<file path="config.mk">
export PLATFORM = sky130hd
export DESIGN_NAME = ata_exc_classifier
export DESIGN_NICKNAME = d
export VERILOG_FILES = /design/src/rtl/ata_exc_pkg.sv /design/src/rtl/ata_hsm_check.sv /design/src/rtl/ata_dev_decode.sv /design/src/rtl/ata_exc_merge.sv /design/src/rtl/ata_exc_classifier.sv
export SDC_FILE = /design/constraint.sdc
export NUM_CORES = 1
export LEC_CHECK = 0
export BUFFER_PORTS_ARGS = -buffer_cell sky130_fd_sc_hd__buf_2
export CORE_ASPECT_RATIO = 0.9
export CORE_MARGIN = 3
export CORE_UTILIZATION = 38
export CTS_CLUSTER_DIAMETER = 120
export DETAILED_ROUTE_END_ITERATION = 10
export GPL_TIMING_DRIVEN = 0
export PLACE_DENSITY_LB_ADDON = 0.12
export SYNTH_ARGS = -nofsm -noshare
export SYNTH_HDL_FRONTEND = slang
export SYNTH_SLANG_ARGS = --single-unit
</file>
<file path="constraint.sdc">
create_clock -name clk -period 0.98 [get_ports clk]
set_input_delay 0.147 -clock clk [delete_from_list [all_inputs] [get_ports clk]]
set_output_delay 0.147 -clock clk [all_outputs]
set_load 0.02 [all_outputs]
</file>
<file path="src/rtl/ata_exc_pkg.sv">
package ata_exc_pkg;
  localparam int NCAT = 10;

  typedef enum logic [2:0] {
    PH_ISSUE      = 3'd0,
    PH_PKT_ISSUED = 3'd1,
    PH_CDB_XFER   = 3'd2,
    PH_CDB_DONE   = 3'd3,
    PH_PIO_DATA   = 3'd4,
    PH_COMPLETE   = 3'd5,
    PH_NCQ_PEND   = 3'd6,
    PH_RSVD       = 3'd7
  } phase_e;

  localparam logic [1:0] CK_PACKET = 2'd1;

  localparam int ST_BSY  = 7;
  localparam int ST_DRDY = 6;
  localparam int ST_DRQ  = 3;
  localparam int ST_ERR  = 0;
  localparam int ER_ICRC = 7;
  localparam int ER_UNC  = 6;
  localparam int ER_IDNF = 4;
  localparam int ER_ABRT = 2;

  localparam int C_HSM    = 0;
  localparam int C_DEVOTH = 1;
  localparam int C_CHK    = 2;
  localparam int C_MEDIA  = 3;
  localparam int C_ADDR   = 4;
  localparam int C_CRC    = 5;
  localparam int C_NCQ    = 6;
  localparam int C_SYSBUS = 7;
  localparam int C_LATE   = 8;
  localparam int C_TMO    = 9;

  localparam logic [NCAT-1:0] MASK_RESET =
    NCAT'((1 << C_HSM) | (1 << C_SYSBUS) | (1 << C_LATE) | (1 << C_TMO));
  localparam logic [NCAT-1:0] MASK_XPORT =
    NCAT'((1 << C_HSM) | (1 << C_CRC) | (1 << C_TMO));
  localparam logic [NCAT-1:0] MASK_FETCH = NCAT'(1 << C_NCQ);
endpackage

</file>
<file path="src/rtl/ata_hsm_check.sv">
module ata_hsm_check
  import ata_exc_pkg::*;
(
  input  logic [2:0] phase_i,
  input  logic [7:0] status_i,
  input  logic [7:0] error_i,
  output logic       viol_o
);
  logic idle_n, drdy, drq, err, abrt;

  always_comb begin
    idle_n = status_i[ST_BSY];
    drdy   = status_i[ST_DRDY];
    drq    = status_i[ST_DRQ];
    err    = status_i[ST_ERR];
    abrt   = error_i[ER_ABRT];
    viol_o = 1'b0;
    unique case (phase_e'(phase_i))
      PH_ISSUE:      viol_o = !(!idle_n && drdy && !drq);
      PH_PKT_ISSUED: viol_o = !idle_n && err && !abrt;
      PH_CDB_XFER:   viol_o = !idle_n && err;
      PH_PIO_DATA:   viol_o = !idle_n && !drq;
      PH_COMPLETE:   viol_o = !idle_n && drq;
      default:       viol_o = 1'b0;
    endcase
  end
endmodule

</file>
<file path="src/rtl/ata_dev_decode.sv">
module ata_dev_decode
  import ata_exc_pkg::*;
(
  input  logic [2:0]      phase_i,
  input  logic [1:0]      cmd_kind_i,
  input  logic [7:0]      status_i,
  input  logic [7:0]      error_i,
  output logic [NCAT-1:0] cat_o
);
  logic            done_err;
  logic [NCAT-1:0] ata_cat;

  always_comb begin
    ata_cat = '0;
    if (error_i[ER_ICRC])      ata_cat[C_CRC]    = 1'b1;
    else if (error_i[ER_UNC])  ata_cat[C_MEDIA]  = 1'b1;
    else if (error_i[ER_IDNF]) ata_cat[C_ADDR]   = 1'b1;
    else                       ata_cat[C_DEVOTH] = 1'b1;
  end

  always_comb begin
    done_err = !status_i[ST_BSY] && status_i[ST_ERR];
    cat_o    = '0;
    if (done_err) begin
      unique case (phase_e'(phase_i))
        PH_PKT_ISSUED: cat_o[C_DEVOTH] = error_i[ER_ABRT];
        PH_CDB_DONE:   cat_o[C_CHK]    = 1'b1;
        PH_PIO_DATA:   cat_o           = ata_cat;
        PH_COMPLETE:   if (cmd_kind_i == CK_PACKET) cat_o[C_CHK] = 1'b1;
                       else cat_o = ata_cat;
        PH_NCQ_PEND:   cat_o[C_NCQ]    = 1'b1;
        default:       cat_o           = '0;
      endcase
    end
  end
endmodule

</file>
<file path="src/rtl/ata_exc_merge.sv">
module ata_exc_merge
  import ata_exc_pkg::*;
(
  input  logic            dma_err_i,
  input  logic            hsm_viol_i,
  input  logic            tmo_i,
  input  logic            late_done_i,
  input  logic [NCAT-1:0] dev_cat_i,
  output logic [NCAT-1:0] cat_o
);
  always_comb begin
    cat_o = '0;
    if (dma_err_i)       cat_o[C_SYSBUS] = 1'b1;
    else if (hsm_viol_i) cat_o[C_HSM]    = 1'b1;
    else if (tmo_i) begin
      if (late_done_i)   cat_o[C_LATE]   = 1'b1;
      else               cat_o[C_TMO]    = 1'b1;
    end
    else                 cat_o           = dev_cat_i;
  end
endmodule

</file>
<file path="src/rtl/ata_exc_classifier.sv">
module ata_exc_classifier
  import ata_exc_pkg::*;
(
  input  logic            clk,
  input  logic            rst_n,
  input  logic            sample_i,
  input  logic [2:0]      phase_i,
  input  logic [1:0]      cmd_kind_i,
  input  logic [7:0]      status_i,
  input  logic [7:0]      error_i,
  input  logic            dma_err_i,
  input  logic            tmo_i,
  input  logic            late_done_i,
  input  logic            ack_i,
  output logic [NCAT-1:0] cat_o,
  output logic            reset_req_o,
  output logic            xport_suspect_o,
  output logic            fetch_log_o
);
  logic            rst_meta, rst_sync_n;
  logic            hsm_viol;
  logic [NCAT-1:0] dev_cat, nxt_cat;
  logic [NCAT-1:0] cat_q, cat_d;
  logic            held, cap_en, clr_en, cat_en;

  always_ff @(posedge clk or negedge rst_n) begin
    if (!rst_n) begin
      rst_meta   <= 1'b0;
      rst_sync_n <= 1'b0;
    end else begin
      rst_meta   <= 1'b1;
      rst_sync_n <= rst_meta;
    end
  end

  ata_hsm_check u_hsm (
    .phase_i (phase_i),
    .status_i(status_i),
    .error_i (error_i),
    .viol_o  (hsm_viol)
  );

  ata_dev_decode u_dev (
    .phase_i   (phase_i),
    .cmd_kind_i(cmd_kind_i),
    .status_i  (status_i),
    .error_i   (error_i),
    .cat_o     (dev_cat)
  );

  ata_exc_merge u_merge (
    .dma_err_i  (dma_err_i),
    .hsm_viol_i (hsm_viol),
    .tmo_i      (tmo_i),
    .late_done_i(late_done_i),
    .dev_cat_i  (dev_cat),
    .cat_o      (nxt_cat)
  );

  always_comb begin
    held   = |cat_q;
    clr_en = held && ack_i;
    cap_en = sample_i && !held;
    cat_en = clr_en || cap_en;
    cat_d  = cat_q;
    if (clr_en)      cat_d = '0;
    else if (cap_en) cat_d = nxt_cat;
  end

  always_ff @(posedge clk or negedge rst_sync_n) begin
    if (!rst_sync_n)  cat_q <= '0;
    else if (cat_en)  cat_q <= cat_d;
  end

  assign cat_o           = cat_q;
  assign reset_req_o     = |(cat_q & MASK_RESET);
  assign xport_suspect_o = |(cat_q & MASK_XPORT);
  assign fetch_log_o     = |(cat_q & MASK_FETCH);

  AST_CAT_ONEHOT: assert property (@(posedge clk) disable iff (!rst_sync_n)
    $onehot0(cat_o));
  AST_HOLD_STABLE: assert property (@(posedge clk) disable iff (!rst_sync_n)
    (held && !ack_i) |=> $stable(cat_o));
  AST_ACK_CLEARS: assert property (@(posedge clk) disable iff (!rst_sync_n)
    (held && ack_i) |=> (cat_o == '0));
  AST_SYSBUS_FIRST: assert property (@(posedge clk) disable iff (!rst_sync_n)
    (sample_i && !held && dma_err_i) |=> (cat_o[C_SYSBUS] && reset_req_o));
  AST_HSM_HINTS: assert property (@(posedge clk) disable iff (!rst_sync_n)
    cat_o[C_HSM] |-> (reset_req_o && xport_suspect_o && !fetch_log_o));
  AST_RSVD_QUIET: assert property (@(posedge clk) disable iff (!rst_sync_n)
    (sample_i && !held && phase_i == 3'd7 && !dma_err_i && !tmo_i) |=> (cat_o == '0));
  AST_FETCH_NCQ: assert property (@(posedge clk) disable iff (!rst_sync_n)
    fetch_log_o |-> cat_o[C_NCQ]);
endmodule

</file>
==> results.sh, run 1 <==
export IMPL_r2r_start="cat_o[7]"
export IMPL_first_pass_iters=1
export IMPL_numPlacedInstances=123
export IMPL_io_buffer_count=32
export IMPL_synth_top_area_share_pct=41.7
export IMPL_rsz0062_at_grt="yes"
export IMPL_fp_row_count=14
export IMPL_gp_congestion=0.763
export IMPL_crit_type="flop to primary output"
export IMPL_grt_max_degree=11
export IMPL_avgRoutedWirePerCell_um=14.7
export IMPL_drtAntennaViolNets=0
export IMPL_cts_made_buffers=3
export IMPL_status="complete, but fails checks"
export IMPL_worstHoldStart="ack_i"
export IMPL_ir_drop_uv=1410
export IMPL_finalWirelength_mm=2.05
export IMPL_total_power_mw=1.36
export IMPL_synth_seq_cells=12
export IMPL_die_y_um=47.3
export IMPL_finalCriticalPeriod_ns=1.52
export IMPL_stdcell_count=139
export IMPL_min_to="cat_o[8]"
export IMPL_dieArea_mm2=0.00245
export IMPL_synth_yosys_seq_area_share_pct=41.7
export IMPL_synthesis_instances=67
export IMPL_arrival_ns=1.37
export IMPL_layout_setup_ws_ns=-0.539
export IMPL_yosysUniqueCellTypes=34
export IMPL_report_final_slew_viol_count=0
export IMPL_failed_checks="setup timing"
export IMPL_clkLatencyLatePin_ns=0.27
export IMPL_synth_async_reset_ratio_pct=100
export IMPL_r2r_end="cat_o[5]"
export IMPL_crit_start="cat_o[7]"
export IMPL_worstRegToRegCells=4
export IMPL_yosys_area_top_type="dfrtp_1"
export IMPL_track_usage_pct=18.9
export IMPL_synth_top_cells_by_area="dfrtp_1, o2bb2ai_1, o41ai_2"
export IMPL_layout_nets=144
export IMPL_syn_to_final_growth_pct=68.7
export IMPL_whs_path_depth=2
export IMPL_cts_root_buf="clkbuf_4"
export IMPL_core_mm2=0.00173
export IMPL_syn_nets=95
export IMPL_period_share_pct=155
export IMPL_placed_area_um2=948
export IMPL_top_level_ports=41
export IMPL_maxCapViolCount=0
export IMPL_yosysWarnings=0
export IMPL_htreeDepth=1
export IMPL_path_clk_slew_ns=0.08
export IMPL_grt_antenna_before_repair=0
export IMPL_remaining_drc_errors=0
export IMPL_clock_path_buffers=2
export IMPL_synthFlopType="dfrtp_1"
export IMPL_synth_edf_count=0
export IMPL_critical_path_cell_chain="or4_4 -> buf_6"
export IMPL_vias_per_cell=5.20
export IMPL_cts_tree="yes"
export IMPL_fmax_mhz=658
export IMPL_worst_hold_path_type="input pin to flop"
export IMPL_finClkSkew_ns=0.00228
export IMPL_die_x_um=51.9
export IMPL_p_per_area_mw_per_mm2=1120
export IMPL_layout_commonest_cell="buf_2"
export IMPL_finish_instance_area_mm2=0.00121
export IMPL_syn_mean_instance_area_um2=10.7
export IMPL_place_hpwl_mm=1.45
export IMPL_syn_area_um2=719
export IMPL_fin_util_pct=70.0
export IMPL_reg2reg_slack_ns=-0.53
export IMPL_crit_slowest_cell="or4_4"
export IMPL_cts_sinks=12
export IMPL_hold_viol_final=0
export IMPL_grt_pass1_vias=716
export IMPL_antenna_cells=0
export IMPL_power_leakage_nw=0.556
export IMPL_drtIter0Drc=0
export IMPL_fillerInstances=137
export IMPL_finalSetupTns_ns=-6.18
export IMPL_start_util_pct=41.5
export IMPL_cpPeakStageDelay_ns=0.52
export IMPL_required_ns=0.83
export IMPL_grt_pass1_wl_mm=3.28
export IMPL_vias=723
export IMPL_setup_viol=23
export IMPL_end_kind="primary output"
export IMPL_drive_above_1_share_pct=64.3
export IMPL_grt_overflow=0
export IMPL_crit_path_max_fanout=4
export IMPL_layout_common_cells="buf_2, buf_6, buf_4, dfrtp_2"
export IMPL_cp_start_kind="flop"
cells by family after synthesis:
family,Yosys count,share of synthesized area (%)
flip-flops,12,41.7
other,1,0.521
AO/OA/AOI/OAI,18,27.3
AND/OR/NAND/NOR,28,25.7
buffers and inverters,8,4.70
critical path, delay by kind of cell, from the launching register on:
family                 cells  cell delay, ns
and+or+nand+nor            1            0.52
buffers and inverters      1            0.14
DFF                        1            0.44
routing by layer:
metal	up-vias	global-route usage, %	wire length [um]
li1	352	-	-
met1	345	21.6	828
met2	24	35.6	1070
met3	2	5.71	144
met4	0	3.14	11
met5	-	0	0
how the worst max path moves through the flow:
stage,cells past startpoint,end
6_report,2,reset_req_o
5_1_grt,4,cat_o[5]
4_1_cts,2,reset_req_o
3_5_place_dp,4,cat_o[5]
3_3_place_gp,4,cat_o[5]
2_1_floorplan,4,cat_o[5]
synth_stat cells (all sizes together) (2+ instances only):
cell type	number
dfrtp	12
inv	6
nand2	6
o2bb2ai	6
nor3b	3
nor4b	3
a21oi	2
nor2b	2
nor3	2
nor4	2
o21ai	2
o41ai	2
state kept, by name, indices dropped and copies added (netlist names):
| name | flops |
|---|---|
| cat_o | 10 |
| rst_meta | 1 |
| rst_sync_n | 1 |
metrics by stage:
step | hold WS (ns) | setup WS, ns
finish | 0.0830 | -0.539
global route | 0.0655 | -0.613
CTS | 0.0746 | -0.547
detailed placement | -0.0671 | -0.595
global placement | -0.0691 | -0.509
floorplan | -0.149 | -0.460
layout make-up:
class	instances	area [um2]	area share, %
Buffer	1	7.51	0.619
Clock buffer	4	36.3	2.99
Inverter	7	26.3	2.16
Multi-Input combinational cell	47	455	37.5
Sequential cell	12	309	25.5
Tap cell	24	30.0	2.47
Timing Repair Buffer	44	349	28.8
power breakdown:
group | switching, mW | leakage, nW | total [mW] | internal (mW)
combinational | 0.192 | 0.385 | 0.425 | 0.233
sequential | 0.0322 | 0.150 | 0.549 | 0.517
clock | 0.162 | 0.0210 | 0.388 | 0.226
repair_timing:
item                       4_1_cts  5_1_grt
setup endpoints to repair       23       23
resized for setup               27       11
buffers inserted                 7        5
hold endpoints to repair         2        0
pin swaps                        8        3
hold buffers                     1        0
(Power assumes the default switching activity.)
==> inputs of run 2 (changes only) <==
- ABC_AREA: unset -> 1
- CORE_UTILIZATION: 38 -> 39
- SKIP_LAST_GASP: unset -> 1
==> run 2 against run 1 <==
Against the previous run: sequential share of layout area is 0.83 points higher; the flow still finishes with violations (setup timing); highest routed layer is now met3; via count is 21% higher; critical endpoint unchanged; clock-buffer cell count stayed put; core utilization is 3.0 points lower; sequential power is 11% higher; flip-flop and latch count stayed put; critical path depth is 1 higher; first-iteration DRC count is 10 higher.
==> results.sh, run 2 <==
export IMPL_worstRegToRegCells=7
export IMPL_grt_overflow=0
export IMPL_layout_common_cells="nand2_1, buf_2, nor2_1"
export IMPL_synth_async_reset_ratio_pct=100
export IMPL_yosys_area_top_type="dfrtp_1"
export IMPL_yosysWarnings=0
export IMPL_yosysUniqueCellTypes=21
export IMPL_worst_hold_path_type="input pin to flop"
export IMPL_synth_yosys_seq_area_share_pct=38.5
export IMPL_status="complete, but fails checks"
export IMPL_synthFlopType="dfrtp_1"
export IMPL_syn_to_final_growth_pct=52.0
export IMPL_clock_path_buffers=2
export IMPL_largest_reg_flops=10
export IMPL_arrival_ns=1.26
export IMPL_cts_made_buffers=3
export IMPL_antenna_cells=0
export IMPL_vias=876
export IMPL_reg2reg_slack_ns=-0.36
export IMPL_yosysMostFrequentCell="nand2_1"
export IMPL_finalWirelength_mm=2.06
export IMPL_synth_top_cells_by_area="dfrtp_1, nand2_1, nand3_1"
export IMPL_syn_mean_instance_area_um2=6.55
export IMPL_min_to="cat_o[9]"
export IMPL_finish_instance_area_mm2=0.00118
export IMPL_synth_edf_count=0
export IMPL_crit_type="flop to primary output"
export IMPL_vias_per_cell=4.74
export IMPL_syn_area_um2=779
export IMPL_synth_top_area_share_pct=38.5
export IMPL_die_x_um=53.1
export IMPL_track_usage_pct=15.9
export IMPL_fp_row_count=14
export IMPL_worstHoldStart="late_done_i"
export IMPL_finClkSkew_ns=0.000804
export IMPL_gp_congestion=0.795
export IMPL_whs_path_depth=4
export IMPL_fmax_mhz=709
export IMPL_layout_setup_ws_ns=-0.431
export IMPL_htreeDepth=1
export IMPL_period_share_pct=144
export IMPL_cts_sinks=12
export IMPL_grt_max_degree=11
export IMPL_power_leakage_nw=0.650
export IMPL_cts_tree="yes"
export IMPL_r2r_start="cat_o[3]"
export IMPL_synthesis_instances=119
export IMPL_layout_nets=190
export IMPL_start_util_pct=44.1
export IMPL_core_mm2=0.00177
export IMPL_layout_commonest_cell="nand2_1"
export IMPL_placed_area_um2=992
export IMPL_syn_nets=147
export IMPL_drtIter0Drc=10
export IMPL_finalCriticalPeriod_ns=1.41
export IMPL_stdcell_count=185
export IMPL_setup_viol=23
export IMPL_grt_antenna_before_repair=0
export IMPL_crit_path_max_fanout=3
export IMPL_numPlacedInstances=175
export IMPL_avgRoutedWirePerCell_um=11.2
export IMPL_top_level_ports=41
export IMPL_synthTopCellsByCount="nand2_1, inv_1, nor2_1, nand3_1, dfrtp_1"
export IMPL_dieArea_mm2=0.00257
export IMPL_drive_above_1_share_pct=46.6
export IMPL_hold_viol_final=0
export IMPL_path_clk_slew_ns=0.08
export IMPL_rsz0062_at_grt="yes"
export IMPL_cts_root_buf="clkbuf_4"
export IMPL_cp_start_kind="flop"
export IMPL_required_ns=0.83
export IMPL_synth_seq_cells=12
export IMPL_r2r_end="cat_o[9]"
export IMPL_die_y_um=48.4
export IMPL_p_per_area_mw_per_mm2=1640
export IMPL_grt_pass1_vias=763
export IMPL_place_hpwl_mm=1.52
export IMPL_maxCapViolCount=0
export IMPL_failed_checks="setup timing"
export IMPL_fillerInstances=163
export IMPL_end_kind="primary output"
export IMPL_grt_pass1_wl_mm=3.15
export IMPL_clkLatencyLatePin_ns=0.27
export IMPL_report_final_slew_viol_count=0
export IMPL_drtAntennaViolNets=0
export IMPL_io_buffer_count=32
export IMPL_remaining_drc_errors=0
export IMPL_first_pass_iters=4
export IMPL_ir_drop_uv=1090
[run 2: report_power, final]
group | internal (mW) | leakage, nW | total (mW) | switching [mW]
Clock | 0.226 | 0.0210 | 0.396 | 0.170
Sequential | 0.545 | 0.146 | 0.610 | 0.0643
Combinational | 0.368 | 0.483 | 0.940 | 0.572
Total | 1.14 | 0.650 | 1.95 | 0.807
[run 2: through the flow]
step	TNS [ns]	hold slack (ns)	power [mW]	utilization [%]	worst slack, ns
2_1_floorplan	-2.26	-0.149	1.07	-	-0.238
3_3_place_gp	-3.32	-0.0679	1.27	56.1	-0.347
3_5_place_dp	-3.50	-0.0660	1.28	56.1	-0.386
4_1_cts	-4.43	0.148	1.78	61.5	-0.356
5_1_grt	-5.81	0.173	2.07	67.0	-0.497
6_report	-4.62	0.164	1.95	67.0	-0.431
[run 2: worst max-delay path, cell delays in order (launching register included)]
cell and delay (ns):
dfrtp_2 0.43, nor3_4 0.29, nand2_1 0.10, buf_2 0.17
[run 2: logic make-up (layout without fill, tap and decap cells)]
kind of cell | Yosys count | in the layout | synth area share [%]
AOI/OAI and AO/OA | 9 | 9 | 6.26
other | 1 | 1 | 0.481
buffers and inverters | 21 | 63 | 10.6
and+or+nand+nor | 76 | 76 | 44.1
DFF | 12 | 12 | 38.5
[run 2: final cells by class]
type	instances	area (um2)	area share, %
Inverter	20	80.1	6.76
Clock buffer	4	36.3	3.06
Tap cell	24	30.0	2.53
Timing Repair Buffer	38	270	22.8
Multi-Input combinational cell	86	445	37.6
Buffer	1	11.3	0.950
Sequential cell	12	312	26.3
[run 2: routing by layer]
layer	GRT usage, %	vias up	part of all wire [%]
met5	0	-	0
met1	21.9	397	46
li1	-	452	-
met2	24.8	27	48
met3	5.52	0	6.3
met4	1.28	0	0
[run 2: repair_timing]
item / 4_1_cts / 5_1_grt
hold buffers: 1 / 0
cloned: 0 / 0
setup endpoints to repair: 23 / 23
pin swaps: 1 / 8
setup buffers: 2 / 3
gates resized for setup: 10 / 25
endpoints found under the hold margin: 2 / 0
[run 2: worst max path at each step]
| stage | to | slack [ns] | startpoint | depth (start not counted) |
|---|---|---|---|---|
| 6_report | reset_req_o | -0.43 | cat_o[9] | 3 |
| 5_1_grt | reset_req_o | -0.50 | cat_o[9] | 3 |
| 4_1_cts | reset_req_o | -0.36 | cat_o[9] | 3 |
| 3_5_place_dp | cat_o[6] | -0.39 | cat_o[3] | 7 |
| 3_3_place_gp | cat_o[2] | -0.35 | cat_o[3] | 8 |
| 2_1_floorplan | cat_o[9] | -0.24 | cat_o[3] | 8 |
